==> src/rtl/fabric_ctl_pkg.sv <==
// Shared constants and types for the fabric control peripheral.
// Assumes a 32-bit data path; the soft-clear bit sits at bit 31.
package fabric_ctl_pkg;
    localparam int OFF_LOAD     = 'h00;
    localparam int OFF_DIV      = 'h04;
    localparam int OFF_SEL      = 'h08;
    localparam int OFF_IN_BASE  = 'h10;
    localparam int SOFT_CLR_BIT = 31;

    typedef enum logic [2:0] {
        RK_NONE,
        RK_LOAD,
        RK_DIV,
        RK_SEL,
        RK_IN,
        RK_OUT
    } reg_kind_t;
endpackage

==> src/rtl/fabric_cfg_streamer.sv <==
// Emits one configuration word per push with a one-cycle strobe and an
// auto-incrementing address. Assumes pushes are never in back-to-back
// cycles on the same request (APB needs two cycles per transfer).
module fabric_cfg_streamer #(
    parameter int DATA_W = 32,
    parameter int CFG_AW = 10
) (
    input  logic              clk,
    input  logic              rst_n,
    input  logic              push,
    input  logic [DATA_W-1:0] push_data,
    input  logic              soft_clr,
    output logic              cfg_we,
    output logic [CFG_AW-1:0] cfg_waddr,
    output logic [DATA_W-1:0] cfg_wdata,
    output logic [CFG_AW-1:0] next_addr
);
    logic [CFG_AW-1:0] addr_q;

    // Register the outgoing word and advance the address on each push.
    always_ff @(posedge clk) begin
        if (!rst_n) begin
            addr_q    <= '0;
            cfg_we    <= 1'b0;
            cfg_waddr <= '0;
            cfg_wdata <= '0;
        end else begin
            cfg_we <= push;
            if (push) begin
                cfg_wdata <= push_data;
                cfg_waddr <= addr_q;
                addr_q    <= addr_q + 1'b1;
            end else if (soft_clr) begin
                addr_q <= '0;
            end
        end
    end

    assign next_addr = addr_q;
endmodule

==> src/rtl/fabric_clk_prescaler.sv <==
// Produces a single-cycle enable every div_q system cycles; a value of 0
// stops the enable. Loading a new value restarts the count from zero.
// Assumes load_val is already clamped by the caller.
module fabric_clk_prescaler #(
    parameter int DIV_W = 17
) (
    input  logic             clk,
    input  logic             rst_n,
    input  logic             load,
    input  logic [DIV_W-1:0] load_val,
    output logic [DIV_W-1:0] div_val,
    output logic             ce
);
    logic [DIV_W-1:0] div_q;
    logic [DIV_W-1:0] cnt_q;
    logic             run;

    // Enable fires on the last count of each period.
    always_comb begin
        run = (div_q != '0);
        ce  = run && (cnt_q == div_q - 1'b1);
    end

    // Hold the divide value and step the period counter.
    always_ff @(posedge clk) begin
        if (!rst_n) begin
            div_q <= '0;
            cnt_q <= '0;
        end else if (load) begin
            div_q <= load_val;
            cnt_q <= '0;
        end else if (run) begin
            cnt_q <= ce ? '0 : cnt_q + 1'b1;
        end
    end

    assign div_val = div_q;
endmodule

==> src/rtl/fabric_io_banks.sv <==
// Holds the software-written input banks and the per-bank source select,
// and forms the fabric input vector. Assumes at most one bank write per
// cycle and that soft_clr never coincides with a bank write.
module fabric_io_banks #(
    parameter int N_BANKS = 8,
    parameter int BANK_W  = 8,
    parameter int BIDX_W  = 3
) (
    input  logic                      clk,
    input  logic                      rst_n,
    input  logic                      bank_we,
    input  logic [BIDX_W-1:0]         bank_idx,
    input  logic [BANK_W-1:0]         bank_wdata,
    input  logic                      sel_we,
    input  logic [N_BANKS-1:0]        sel_wdata,
    input  logic                      soft_clr,
    input  logic [N_BANKS*BANK_W-1:0] pin_in,
    output logic [N_BANKS*BANK_W-1:0] in_flat,
    output logic [N_BANKS-1:0]        sel,
    output logic [N_BANKS*BANK_W-1:0] fab_in
);
    logic [N_BANKS-1:0] sel_q;

    // Source-select register, cleared by reset or soft clear.
    always_ff @(posedge clk) begin
        if (!rst_n || soft_clr) begin
            sel_q <= '0;
        end else if (sel_we) begin
            sel_q <= sel_wdata;
        end
    end

    assign sel = sel_q;

    for (genvar g = 0; g < N_BANKS; g++) begin : g_bank
        logic [BANK_W-1:0] reg_q;

        // One input register bank.
        always_ff @(posedge clk) begin
            if (!rst_n || soft_clr) begin
                reg_q <= '0;
            end else if (bank_we && (bank_idx == BIDX_W'(g))) begin
                reg_q <= bank_wdata;
            end
        end

        // Route register or pins into this slice of the fabric inputs.
        always_comb begin
            in_flat[g*BANK_W +: BANK_W] = reg_q;
            fab_in[g*BANK_W +: BANK_W]  = sel_q[g] ? reg_q : pin_in[g*BANK_W +: BANK_W];
        end
    end
endmodule

==> src/rtl/fabric_ctl_apb.sv <==
// APB slave that controls a programmable fabric: configuration streaming,
// clock-enable prescaler, banked input registers with source select, and
// banked output readback. Zero-wait, never errors. Assumes DATA_W = 32.
module fabric_ctl_apb #(
    parameter int ADDR_W  = 8,
    parameter int DATA_W  = 32,
    parameter int N_BANKS = 8,
    parameter int BANK_W  = 8,
    parameter int DIV_W   = 17,
    parameter int CFG_AW  = 10
) (
    input  logic                      clk,
    input  logic                      rst_n,
    input  logic                      psel,
    input  logic                      penable,
    input  logic                      pwrite,
    input  logic [ADDR_W-1:0]         paddr,
    input  logic [DATA_W-1:0]         pwdata,
    output logic [DATA_W-1:0]         prdata,
    output logic                      pready,
    output logic                      pslverr,
    input  logic [N_BANKS*BANK_W-1:0] pin_in,
    input  logic [N_BANKS*BANK_W-1:0] fab_out,
    output logic [N_BANKS*BANK_W-1:0] fab_in,
    output logic                      fab_ce,
    output logic                      cfg_we,
    output logic [CFG_AW-1:0]         cfg_waddr,
    output logic [DATA_W-1:0]         cfg_wdata
);
    import fabric_ctl_pkg::*;

    localparam int BIDX_W  = (N_BANKS > 1) ? $clog2(N_BANKS) : 1;
    localparam int DIV_MAX = 1 << (DIV_W - 1);
    localparam logic [ADDR_W-1:0] A_LOAD  = ADDR_W'(OFF_LOAD);
    localparam logic [ADDR_W-1:0] A_DIV   = ADDR_W'(OFF_DIV);
    localparam logic [ADDR_W-1:0] A_SEL   = ADDR_W'(OFF_SEL);
    localparam logic [ADDR_W-1:0] A_IN    = ADDR_W'(OFF_IN_BASE);
    localparam logic [ADDR_W-1:0] A_OUT   = ADDR_W'(OFF_IN_BASE + 4 * N_BANKS);
    localparam logic [ADDR_W-1:0] A_END   = ADDR_W'(OFF_IN_BASE + 8 * N_BANKS);

    reg_kind_t                 kind;
    logic [ADDR_W-1:0]         off_in;
    logic [ADDR_W-1:0]         off_out;
    logic [BIDX_W-1:0]         bank_idx;
    logic                      wr_acc;
    logic                      soft_clr;
    logic [DIV_W-1:0]          div_load;
    logic [DIV_W-1:0]          div_val;
    logic [CFG_AW-1:0]         cfg_next;
    logic [N_BANKS*BANK_W-1:0] in_flat;
    logic [N_BANKS-1:0]        src_sel;

    // Decode the address into a register kind and bank index.
    always_comb begin
        off_in  = paddr - A_IN;
        off_out = paddr - A_OUT;
        kind    = RK_NONE;
        bank_idx = '0;
        if (paddr[1:0] == 2'b00) begin
            if (paddr == A_LOAD) begin
                kind = RK_LOAD;
            end else if (paddr == A_DIV) begin
                kind = RK_DIV;
            end else if (paddr == A_SEL) begin
                kind = RK_SEL;
            end else if (paddr >= A_IN && paddr < A_OUT) begin
                kind     = RK_IN;
                bank_idx = off_in[BIDX_W+1:2];
            end else if (paddr >= A_OUT && paddr < A_END) begin
                kind     = RK_OUT;
                bank_idx = off_out[BIDX_W+1:2];
            end
        end
    end

    // Qualify the write strobe and derive per-function commands.
    always_comb begin
        wr_acc   = psel && penable && pwrite;
        soft_clr = wr_acc && (kind == RK_SEL) && pwdata[SOFT_CLR_BIT];
        div_load = (pwdata > DATA_W'(DIV_MAX)) ? DIV_W'(DIV_MAX) : pwdata[DIV_W-1:0];
    end

    fabric_cfg_streamer #(
        .DATA_W (DATA_W),
        .CFG_AW (CFG_AW)
    ) u_stream (
        .clk       (clk),
        .rst_n     (rst_n),
        .push      (wr_acc && (kind == RK_LOAD)),
        .push_data (pwdata),
        .soft_clr  (soft_clr),
        .cfg_we    (cfg_we),
        .cfg_waddr (cfg_waddr),
        .cfg_wdata (cfg_wdata),
        .next_addr (cfg_next)
    );

    fabric_clk_prescaler #(
        .DIV_W (DIV_W)
    ) u_presc (
        .clk      (clk),
        .rst_n    (rst_n),
        .load     (wr_acc && (kind == RK_DIV)),
        .load_val (div_load),
        .div_val  (div_val),
        .ce       (fab_ce)
    );

    fabric_io_banks #(
        .N_BANKS (N_BANKS),
        .BANK_W  (BANK_W),
        .BIDX_W  (BIDX_W)
    ) u_io (
        .clk        (clk),
        .rst_n      (rst_n),
        .bank_we    (wr_acc && (kind == RK_IN)),
        .bank_idx   (bank_idx),
        .bank_wdata (pwdata[BANK_W-1:0]),
        .sel_we     (wr_acc && (kind == RK_SEL) && !pwdata[SOFT_CLR_BIT]),
        .sel_wdata  (pwdata[N_BANKS-1:0]),
        .soft_clr   (soft_clr),
        .pin_in     (pin_in),
        .in_flat    (in_flat),
        .sel        (src_sel),
        .fab_in     (fab_in)
    );

    // Read data mux; anything unmapped returns zero.
    always_comb begin
        prdata = '0;
        if (psel) begin
            unique case (kind)
                RK_LOAD: prdata = DATA_W'(cfg_next);
                RK_DIV:  prdata = DATA_W'(div_val);
                RK_SEL:  prdata = DATA_W'(src_sel);
                RK_IN:   prdata = DATA_W'(in_flat[bank_idx*BANK_W +: BANK_W]);
                RK_OUT:  prdata = DATA_W'(fab_out[bank_idx*BANK_W +: BANK_W]);
                default: prdata = '0;
            endcase
        end
    end

    assign pready  = 1'b1;
    assign pslverr = 1'b0;
endmodule

==> config.mk <==
export PLATFORM = sky130hd
export DESIGN_NAME = fabric_ctl_apb
export DESIGN_NICKNAME = d
export VERILOG_FILES = /design/src/rtl/fabric_ctl_pkg.sv /design/src/rtl/fabric_cfg_streamer.sv /design/src/rtl/fabric_clk_prescaler.sv /design/src/rtl/fabric_io_banks.sv /design/src/rtl/fabric_ctl_apb.sv
export SDC_FILE = /design/constraint.sdc
export NUM_CORES = 1
export LEC_CHECK = 0
export ABC_AREA = 0
export BUFFER_PORTS_ARGS = -buffer_cell sky130_fd_sc_hd__buf_2
export CORE_UTILIZATION = 35
export DETAILED_ROUTE_END_ITERATION = 8
export HOLD_SLACK_MARGIN = 0.06
export RECOVER_POWER = 100
export SLEW_MARGIN = 15
export SYNTH_ARGS = -nofsm -noshare
export SYNTH_HDL_FRONTEND = slang
export SYNTH_SLANG_ARGS = --single-unit
==> constraint.sdc <==
create_clock -name clk -period 2.5 [get_ports clk]
set_input_delay 0.5 -clock clk [delete_from_list [all_inputs] [get_ports clk]]
set_output_delay 0.5 -clock clk [all_outputs]
set_load 0.02 [all_outputs]
==> results of run 1 <==
[critical path, stage by stage (launching register included)]
cell and delay (ns):
dfxtp_2 0.33, nor4_4 0.33, nand2_2 0.11, or3_1 0.33, xnor2_1 0.13, a2111oi_0 0.35, and4b_1 0.30, buf_6 0.13
[repair_timing]
item | in CTS | in global routing
resized for setup | 95 | 75
setup endpoints to repair | 15 | 30
pin swaps | 38 | 40
cloned | 2 | 0
buffers inserted | 15 | 13
[area by class of cell]
class | count | area [µm²]
Antenna cell | 1 | 2.50
Timing Repair Buffer | 456 | 2850
Clock buffer | 18 | 429
Fill cell | 2422 | 12300
Sequential cell | 159 | 3190
Clock inverter | 14 | 120
Tap cell | 330 | 413
Inverter | 6 | 22.5
Multi-Input combinational cell | 837 | 5840
[kinds of logic after synthesis]
kind of cell | after synthesis | share of synthesized area (%)
muxes | 155 | 18.2
DFF | 159 | 35.5
AOI/OAI and AO/OA | 171 | 12.5
xor gates and xnor gates | 42 | 4.10
and+or+nand+nor | 449 | 23.7
adders and majority gates | 3 | 0.418
buffers and inverters | 102 | 5.48
other | 2 | 0.0837
[placed cells by master, fill, tap and decap left out, types with 10 or more instances in the layout]
cell type,Yosys,routed
a21oi_1,62,57
a221oi_2,0,13
a22o_1,13,13
a31oi_1,14,12
and3_1,15,14
buf_12,1,11
buf_2,11,183
buf_4,17,105
buf_6,2,32
clkbuf_1,59,103
clkbuf_16,0,17
clkbuf_2,0,15
conb_1,2,17
dfxtp_1,159,155
mux2_2,65,63
mux2i_1,90,86
nand2_1,184,167
nand2_2,3,15
nand3_1,40,27
nand3_2,3,15
nand4_1,15,15
nor2_1,109,105
nor3_1,19,17
nor3_2,9,10
o21ai_0,26,18
xnor2_1,16,16
xor2_1,26,26
[layer usage]
metal | global-route usage [%] | up-vias | wire, µm
met4 | 9.95 | 0 | 1080
met3 | 4.14 | 66 | 1920
met5 | 0 | - | 0
li1 | - | 4576 | -
met1 | 35.4 | 4518 | 15800
met2 | 41.5 | 392 | 16300
[state kept, by name (all words and copies together) (netlist names)]
name                count
u_presc.div_val        17
u_stream.cfg_waddr     10
u_io.g_bank.reg_q      64
u_presc.cnt_q          17
u_stream.next_addr     10
u_io.sel                8
u_stream.cfg_wdata     32
u_stream.cfg_we         1
[stage by stage]
step           hold slack [ns]  util, %  setup WS, ns
6_report                 0.320     51.1        -0.437
5_1_grt                  0.319     51.1        -0.522
4_1_cts                  0.304     50.8        -0.430
2_1_floorplan            0.456        -       -0.0889
3_3_place_gp             0.440     46.4        -0.345
3_5_place_dp             0.444     46.4        -0.425
[final timing paths]
kind | startpoint | slack (ns) | end | depth (start not counted)
setup / recovery | u_presc.div_val[5]$_SDFFE_PN0P_ | -0.44 | fab_ce | 7
hold / removal | pwdata[15] | 0.32 | u_presc.div_val[15]$_SDFFE_PN0P_ | 2
setup reg to reg | u_presc.div_val[5]$_SDFFE_PN0P_ | 0.12 | u_presc.cnt_q[0]$_SDFFE_PP0P_ | 8
hold reg to reg | u_stream.cfg_wdata[21]$_SDFFE_PN0P_ | 0.45 | u_stream.cfg_wdata[21]$_SDFFE_PN0P_ | 2
[power by group through the flow]
stage	registers [W]	clock network [W]	logic, W
after floorplan	0.00259	0	0.000304
after global placement	0.00259	0	0.000627
after detailed placement	0.00259	0	0.000629
after CTS	0.00253	0.00252	0.000673
after global routing	0.00253	0.00263	0.000721
final	0.00253	0.00248	0.000686
==> impl_results.md, run 1 <==
- Root Buffer: clkbuf_16
- Register area share after synthesis: 35.5%
- Detailed-route via count: 9552
- Vias per cell: 5.25
- Num CTS Buffers: 17
- Final non-filler cell area: 0.0129 mm²
- Clk Latency, worst-skew pair: 0.43 ns
- Core Region: 0.0252 mm²
- Critical Path Sink Type: output port
- Dpl cell area: 0.0117 mm²
- H-tree levels: 4
- Final worst slack: -0.437 ns
- Synth area leader: dfxtp_1
- Clk sink count: 159
- Layout area overhead: 43.3%
- VDD IR max: 381 µV
- TritonCTS clock tree: built
- Finished Layout Cells: 1821
- I/O Buffers: ~300
- # DRC: 0
- Crit-path max FO: 2
- Post-Syn Area: around 0.009 mm²
- Net load switching power: 0.00158 W
- RSZ-0062 raised after global routing: true
- Leak: 5.41 nW
- Most frequent cells after synthesis: nand2_1 (184), dfxtp_1 (159), nor2_1 (109)
- CTS Buffer Depth: 2
- Startpoint types: flop
- Die area: 0.0263 mm²
- FP Rows: 58
- Gpl congestion: around 0.96
- Layout net count: 1653
- WP data arrival: 2.44 ns
- Clk pin slew, worst setup/hold paths: 0.07 ns
- Mapped Cells: 1083
- Slew HR: a little over half
- Layout cells sized above 1: 37.9%
- Reg power frac: 44.4%
- WL/cell: between 15 and 20 µm
- Crit Path Class: flop to output port
- Internal: 0.00412 W
- Outcome: complete, but fails checks
- Vias in the first global route: 8917
- Worst path required time: 2.00 ns
- GRT Util Overall: 26.1%
- Post-placement cell count: 1761
- Routed Wire Length: 35.1 mm
- Logic pwr share: a little under an eighth
- Clock network fraction of total power: 43.6%
- Worst Skew: 0.00869 ns
- Register bit total from synthesis: 159
- Post-DP HPWL: 26.6 mm
- Io pins: 315
- First-pass GRT wire length: approximately 52 mm
- Avg Inst Size Synth: 8.28 µm²
- Commonest register cell after synthesis: dfxtp_1
- Pre-antenna DRT Iters: 5
- Initial Utilization: 35.6%
- Post-synth ARST share: 0%
- Remaining global-route overflow: 0
- Setup TNS Final: -6.04 ns
- Synth top area cells: dfxtp_1 (35%), mux2i_1 (10%), mux2_2 (8.2%), nand2_1 (7.7%), nor2_1 (4.6%)
- Ys Warns: 0
- Failing checks: setup timing
- Hold crit path type: primary input to flop
- Antenna Nets Post-Route: 0
- Min cycle time layout: 2.94 ns
- Yosys cell types: 61
- Chip width: 162 µm
- Fmax: 340 MHz
- Max-cap viol count: 0
- Initial antenna violation count: 1
- Cell Pwr Density: roughly 440 mW/mm²
- Final period utilization: 117%
- Initial drt markers: 688
- Worst-margin pin slew: 0.691 ns
- # setup viols final: 50
- Final Max Tran Viols: 0
- Sw frac: 27.7%
- Die height: ~160 µm
- Number of synthesized flops with an enable pin: 0
- Synth top area share: 35.5%
- Final total power: 0.00570 W
- Final hold violations: 0
- Hold_buf cts: 0
- Top-count cell post-synth: nand2_1
- Largest net degree at the start of global routing: 37
Power figures use the tool's default switching activity.
==> run 2, diff against run 1 <==
Settings changed: ABC_AREA 0 to 1.
==> impl_results.md, run 2 <==
- Register area share after synthesis: 34.3% (was 35.5%)
- Reg2reg path depth: 14 (was 8)
- Final worst slack: -0.387 ns (was -0.437 ns)
- RSZ-0062 raised after global routing: true (unchanged)
- Final total power: 0.00599 W (was 0.00570 W)
- FP Rows: 59 (was 58)
- Post-placement cell count: 2104 (was 1761)
- Worst path required time: 2.00 ns (about the same)
- Finished Layout Cells: 2165 (was 1821)
- Worst Hold End: u_stream.cfg_wdata[24]$_SDFFE_PN0P_ (was u_presc.div_val[15]$_SDFFE_PN0P_)
- R2R Path End: u_presc.cnt_q[14]$_SDFFE_PP0P_ (was u_presc.cnt_q[0]$_SDFFE_PP0P_)
- Synth top area cells: dfxtp_1 (34%), nand2_1 (17%), nor2_1 (6.1%), a21oi_1 (6.0%), nand3_1 (6.0%) (was dfxtp_1 (35%), mux2i_1 (10%), mux2_2 (8.2%), nand2_1 (7.7%), nor2_1 (4.6%))
- H-tree levels: 4 (unchanged)
- Commonest register cell after synthesis: dfxtp_1 (unchanged)
- Largest net degree at the start of global routing: 58 (was 37)
- Crit Path Class: primary input to output port (was flop to output port)
- Leak: 6.13 nW (was 5.41 nW)
- Num CTS Buffers: 17 (unchanged)
- Fin util: 51.6% (was 51.1%)
- Layout net count: 1993 (was 1653)
- Outcome: complete, but fails checks (unchanged)
- Post-synth ARST share: 0% (unchanged)
- Initial drt markers: 973 (was 688)
- Most frequent cells in the layout: nand2_1 (371), buf_2 (232), dfxtp_1 (156) (was buf_2 (183), nand2_1 (167), dfxtp_1 (155))
- Cell Pwr Density: 446 mW/mm² (was 443 mW/mm²)
- Antenna Nets Post-Route: 0 (unchanged)
- Fmax: 346 MHz (was 340 MHz)
- Root Buffer: clkbuf_16 (unchanged)
- Antenna diode count: 0 (was 1)
- Commonest non-fill, non-tap cell in the layout: nand2_1 (was buf_2)
- Largest registers: u_io.g_bank.reg_q: 64 flops, u_stream.cfg_wdata: 32 flops (unchanged)
- Layout area overhead: 44.8% (was 43.3%)
- Most frequent cells after synthesis: nand2_1 (410), dfxtp_1 (159), nor2_1 (150) (was nand2_1 (184), dfxtp_1 (159), nor2_1 (109))
- WL/cell: 18.3 µm (was 19.3 µm)
- Startpoint types: primary input (was flop)
- TritonCTS clock tree: built (unchanged)
- Worst-margin pin slew: 0.721 ns (was 0.691 ns)
- # setup viols final: 18 (was 50)
- I/O Buffers: 297 (unchanged)
- Vias per cell: 5.16 (was 5.25)
- Initial antenna violation count: 0 (was 1)
- First-pass GRT wire length: 58.2 mm (was 52.0 mm)
- Routed Wire Length: 39.5 mm (was 35.1 mm)
- # DRC: 0 (unchanged)
- CTS Buffer Depth: 2 (unchanged)
- Layout cells sized above 1: 32.0% (was 37.9%)
- Failing checks: setup timing (unchanged)
- Top reg by flops: u_io.g_bank.reg_q (unchanged)
- Die height: 165 µm (was 162 µm)
- Io pins: 315 (unchanged)
- Core Region: 0.0261 mm² (was 0.0252 mm²)
- Ys Warns: 0 (unchanged)
- VDD IR max: 341 µV (was 381 µV)
- Max reg flops: 64 (unchanged)
- Reg-to-reg critical path startpoint: u_presc.div_val[1]$_SDFFE_PN0P_ (was u_presc.div_val[5]$_SDFFE_PN0P_)
- Detailed-route via count: 11200 (was 9552)
- Register bit total from synthesis: 159 (unchanged)
- Initial Utilization: 35.6% (about the same)
- Synth top area share: 34.3% (was 35.5%)
- Chip width: 165 µm (was 162 µm)
- Remaining global-route overflow: 0 (unchanged)
- WP data arrival: 2.39 ns (was 2.44 ns)
- Gpl congestion: 0.979 (was 0.957)
- Number of synthesized flops with an enable pin: 0 (unchanged)
- Min-Delay Path Depth: 3 (was 2)
- Hold crit path type: primary input to flop (unchanged)
- Synth area leader: dfxtp_1 (unchanged)
- Hold_buf cts: 0 (unchanged)
- Final hold violations: 0 (unchanged)
- Yosys cell types: 49 (was 61)
- Mapped Cells: 1444 (was 1083)
- Max-cap viol count: 0 (unchanged)
- Final Max Tran Viols: 0 (unchanged)
- Clk sink count: 159 (unchanged)
- Crit-path max FO: 6 (was 2)
- Critical Path Sink Type: output port (unchanged)
- Avg Inst Size Synth: 6.43 µm² (was 8.28 µm²)
- Top-count cell post-synth: nand2_1 (unchanged)
- Post-Syn Area: 0.00928 mm² (was 0.00897 mm²)
- Clk Latency, worst-skew pair: 0.43 ns (about the same)
- GRT Util Overall: 28.5% (was 26.1%)
- Die area: 0.0272 mm² (was 0.0263 mm²)
- Vias in the first global route: 10300 (was 8917)
- Min cycle time layout: 2.89 ns (was 2.94 ns)
- Clk pin slew, worst setup/hold paths: 0.07 ns (about the same)
- Final period utilization: 115% (was 117%)
- Slew HR: 51.9% (was 53.9%)
- Post-DP HPWL: 30.1 mm (was 26.6 mm)
- Worst Skew: 0.0104 ns (was 0.00869 ns)
- Min-delay src: pwdata[24] (was pwdata[15])
- Worst reg2reg setup slack: 0.27 ns (was 0.12 ns)
- Pre-antenna DRT Iters: 5 (unchanged)
==> run 2: metal layers <==
layer / global-route usage (%) / wire length [µm] / share of wire (%) / up-vias
met5: 0 / 0 / 0 / -
met4: 11.0 / 1410 / 3.6 / 0
met3: 5.37 / 3360 / 8.5 / 86
met2: 46.0 / 18000 / 46 / 539
met1: 37.4 / 16800 / 42 / 5128
li1: - / - / - / 5427
==> run 2: cell type report <==
cell class                      instances  area [µm²]
Clock inverter                         13         150
Timing Repair Buffer                  424        2890
Fill cell                            2677       12600
Sequential cell                       159        3190
Tap cell                              335         419
Clock buffer                           19         443
Inverter                              131         515
Multi-Input combinational cell       1084        5830
==> run 2: how the worst max path moves through the flow <==
| stage | from | cells past startpoint | slack [ns] | to |
|---|---|---|---|---|
| floorplan | paddr[0] | 13 | 0.005 | prdata[4] |
| global placement | paddr[6] | 17 | -0.54 | prdata[0] |
| detailed placement | paddr[7] | 18 | -0.57 | prdata[3] |
| CTS | paddr[7] | 19 | -0.33 | prdata[6] |
| global route | paddr[4] | 17 | -0.44 | prdata[3] |
| finish | paddr[4] | 17 | -0.39 | prdata[3] |
==> run 2: what timing repair did <==
| action | in CTS | in global routing |
|---|---|---|
| setup endpoints to repair | 14 | 17 |
| pin swaps | 58 | 44 |
| resized for setup | 127 | 84 |
| setup buffers | 16 | 12 |
| gates cloned | 4 | 0 |
==> run 2: cells by family (layout without fill, tap and decap cells) <==
logic type / count (synthesis) / count (layout) / synth area share (%)
XOR/XNOR: 24 / 24 / 2.41
AND/OR/NAND/NOR: 758 / 758 / 35.9
AO/OA/AOI/OAI: 273 / 273 / 15.7
adder cells (fa/ha/maj): 3 / 3 / 0.405
other: 2 / 17 / 0.0809
multiplexers: 9 / 9 / 1.08
flip-flops: 159 / 159 / 34.3
buffers and inverters: 216 / 587 / 10.1
==> run 2: stage by stage <==
stage	setup WS [ns]	setup TNS [ns]	hold slack, ns	area [µm²]
finish	-0.387	-4.02	0.310	13400
global route	-0.441	-5.35	0.312	13400
CTS	-0.326	-2.57	0.300	13100
detailed placement	-0.567	-3.88	0.455	11800
global placement	-0.536	-3.94	0.451	11800
floorplan	0.00549	0	0.439	9470
==> run 2: where the power goes <==
group	switching, W	leakage (nW)	total [W]	internal [W]
Clock	0.00117	0.291	0.00269	0.00152
Sequential	0.000000905	1.28	0.00253	0.00253
Combinational	0.000479	4.55	0.000774	0.000295
Total	0.00165	6.13	0.00599	0.00435
==> run 2: critical path, stage by stage <==
cell,delay (ns)
buf_8,0.08
inv_4,0.03
nand2_4,0.09
nand4_1,0.20
nand2_4,0.20
nand2_8,0.09
nor3_4,0.28
buf_6,0.17
buf_6,0.11
nand3_4,0.06
nand2_1,0.07
inv_1,0.05
nand2_2,0.08
nand2_4,0.07
nand2_4,0.07
a21oi_4,0.06
buf_6,0.14
==> run 3, diff against run 2 <==
Settings changed: CORE_UTILIZATION 35 to 46, PLACE_DENSITY set to 0.77.
==> impl_results.md, run 3 (synthesis results as in run 2) <==
- Crit Path Class: primary input to output port (unchanged)
- Hold crit path type: primary input to flop (unchanged)
- CTS Buffer Depth: 2 (unchanged)
- Crit-path max FO: 7 (was 6)
- Routed Wire Length: 38.0 mm (was 39.5 mm)
- Cell Pwr Density: 455 mW/mm² (was 446 mW/mm²)
- Vias per cell: 5.51 (was 5.16)
- Outcome: complete, but fails checks (unchanged)
- Clk Latency, worst-skew pair: 0.44 ns (was 0.43 ns)
- Sw frac: 28.1% (was 27.5%)
- Dpl cell area: 0.0117 mm² (was 0.0118 mm²)
- Initial drt markers: 1328 (was 973)
- Net load switching power: 0.00170 W (was 0.00165 W)
- Top reg by flops: u_io.g_bank.reg_q (unchanged)
- Commonest non-fill, non-tap cell in the layout: nand2_1 (unchanged)
- Antenna Nets Post-Route: 0 (unchanged)
- Max reg flops: 64 (unchanged)
- GRT Util Overall: 36.4% (was 28.5%)
- Setup TNS Final: -3.09 ns (was -4.02 ns)
- Internal: 0.00435 W (about the same)
- Initial Utilization: 47.4% (was 35.6%)
- Worst path required time: 2.00 ns (about the same)
- WL/cell: 18.2 µm (was 18.3 µm)
- Slew HR: 49.6% (was 51.9%)
- Layout area overhead: 43.2% (was 44.8%)
- Largest net degree at the start of global routing: 67 (was 58)
- Vias in the first global route: 10600 (was 10300)
- RSZ-0062 raised after global routing: true (unchanged)
- Clk pin slew, worst setup/hold paths: 0.07 ns (about the same)
- Final hold violations: 0 (unchanged)
- Fmax: 347 MHz (was 346 MHz)
- Worst Hold End: u_stream.cfg_wdata[28]$_SDFFE_PN0P_ (was u_stream.cfg_wdata[24]$_SDFFE_PN0P_)
- R2R Path End: u_presc.cnt_q[15]$_SDFFE_PP0P_ (was u_presc.cnt_q[14]$_SDFFE_PP0P_)
- H-tree levels: 4 (unchanged)
- Clock network fraction of total power: 45.6% (was 44.8%)
- Pre-antenna DRT Iters: 9 (was 5)
- Remaining global-route overflow: 0 (unchanged)
- Worst-margin pin slew: 0.755 ns (was 0.721 ns)
- Detailed-route via count: 11500 (was 11200)
- Fillcell total: 1696 (was 2677)
- Core Region: 0.0196 mm² (was 0.0261 mm²)
- Worst Skew: 0.00968 ns (was 0.0104 ns)
- I/O Buffers: 297 (unchanged)
- Final worst slack: -0.382 ns (was -0.387 ns)
- Min-delay src: pwdata[28] (was pwdata[24])
- Min-Delay Path Depth: 3 (unchanged)
- Clk sink count: 159 (unchanged)
- Final Max Tran Viols: 0 (unchanged)
- Logic pwr share: 12.5% (was 12.9%)
- Worst reg2reg setup slack: 0.19 ns (was 0.27 ns)
- Io pins: 315 (unchanged)
- Min cycle time layout: 2.88 ns (was 2.89 ns)
- First-pass GRT wire length: 57.0 mm (was 58.2 mm)
- Root Buffer: clkbuf_16 (unchanged)
- TritonCTS clock tree: built (unchanged)
- Leak: 6.10 nW (was 6.13 nW)
- Die height: 144 µm (was 165 µm)
- Reg power frac: 41.9% (was 42.3%)
- Initial antenna violation count: 1 (was 0)
- Layout net count: 1986 (was 1993)
- Die area: 0.0207 mm² (was 0.0272 mm²)
- VDD IR max: 483 µV (was 341 µV)
- Most frequent cells in the layout: nand2_1 (367), buf_2 (232), dfxtp_1 (154) (was nand2_1 (371), buf_2 (232), dfxtp_1 (156))
- Layout cells sized above 1: 31.8% (was 32.0%)
- Reg2reg path depth: 13 (was 14)
- Final non-filler cell area: 0.0133 mm² (was 0.0134 mm²)
- Post-DP HPWL: 28.0 mm (was 30.1 mm)
- Reg-to-reg critical path startpoint: u_presc.div_val[9]$_SDFFE_PN0P_ (was u_presc.div_val[1]$_SDFFE_PN0P_)
- Num CTS Buffers: 17 (unchanged)
- # setup viols final: 9 (was 18)
- Chip width: 144 µm (was 165 µm)
- Final period utilization: 115% (about the same)
- Largest registers: u_io.g_bank.reg_q: 64 flops, u_stream.cfg_wdata: 32 flops (unchanged)
- Max-cap viol count: 0 (unchanged)
- # DRC: 1 (was 0)
- Gpl congestion: 1.03 (was 0.979)
- Critical Path Sink Type: output port (unchanged)
- FP Rows: 51 (was 59)
- WP data arrival: 2.38 ns (was 2.39 ns)
- Startpoint types: primary input (unchanged)
- Hold_buf cts: 0 (unchanged)
- Failing checks: DRC, setup timing (was setup timing)
run 3: cell count changes in the layout (fill, tap and decap cells not counted), sizes merged:
cell    change
buf        -11
inv         +2
clkbuf      +1
diode       +1
nand3       +1
run 3: per-layer routing:
metal	vias to the layer above	GRT usage [%]	wire (µm)
met2	756	58.6	17200
met1	5214	47.1	14800
met3	118	7.65	4540
met4	0	15.5	1450
li1	5420	-	-
met5	-	0	0
run 3: through the flow:
stage / hold slack (ns) / utilization (%) / instances / worst slack [ns] / power (W)
floorplan: 0.439 / - / 1459 / 0.00549 / 0.00293
global placement: 0.448 / 59.8 / 2030 / -0.503 / 0.00325
detailed placement: 0.456 / 59.8 / 2030 / -0.506 / 0.00325
CTS: 0.304 / 66.1 / 2082 / -0.328 / 0.00600
global route: 0.322 / 67.8 / 2089 / -0.510 / 0.00621
finish: 0.305 / 67.8 / 2089 / -0.382 / 0.00604
run 3: final cells by class:
class / instances / area, µm² / area share (%)
antenna: 1 / 2.50 / 0.0188
clock buffer: 17 / 425 / 3.20
clock inverter: 15 / 196 / 1.48
inverter: 131 / 528 / 3.97
multi-input combinational: 1085 / 5790 / 43.6
sequential: 159 / 3190 / 24.0
tap: 265 / 332 / 2.49
timing repair buffer: 416 / 2820 / 21.2
run 3: power by group through the flow:
| stage | Combinational (W) | Clock, W | Sequential, W |
|---|---|---|---|
| floorplan | 0.000342 | 0 | 0.00259 |
| global placement | 0.000657 | 0 | 0.00259 |
| detailed placement | 0.000661 | 0 | 0.00259 |
| CTS | 0.000710 | 0.00275 | 0.00253 |
| global route | 0.000805 | 0.00287 | 0.00253 |
| finish | 0.000756 | 0.00276 | 0.00253 |
run 3: worst max-delay path by stage:
stage / from / depth (start not counted) / slack [ns] / endpoint
detailed placement: paddr[6] / 18 / -0.51 / prdata[3]
global route: paddr[6] / 19 / -0.51 / prdata[2]
finish: paddr[7] / 19 / -0.38 / prdata[4]
floorplan: paddr[0] / 13 / 0.005 / prdata[4]
CTS: paddr[5] / 18 / -0.33 / prdata[5]
global placement: paddr[6] / 18 / -0.50 / prdata[3]
run 3: critical path, stage by stage:
cell     delay (ns)
buf_8          0.10
inv_8          0.07
nand2_8        0.08
nor2_4         0.14
nor2_4         0.07
buf_4          0.14
nand2_4        0.06
nand2_4        0.07
nand2_8        0.14
buf_12         0.14
nand3_1        0.13
nand3_2        0.10
nand2_1        0.05
inv_1          0.05
nand2_1        0.05
nand2_1        0.08
nand2_2        0.08
a21oi_4        0.18
buf_6          0.14
run 3: timing repair:
action | 4_1_cts | 5_1_grt
cloned | 2 | 4
pin swaps | 28 | 73
setup endpoints to repair | 18 | 19
setup buffers | 18 | 7
gates resized for setup | 120 | 95
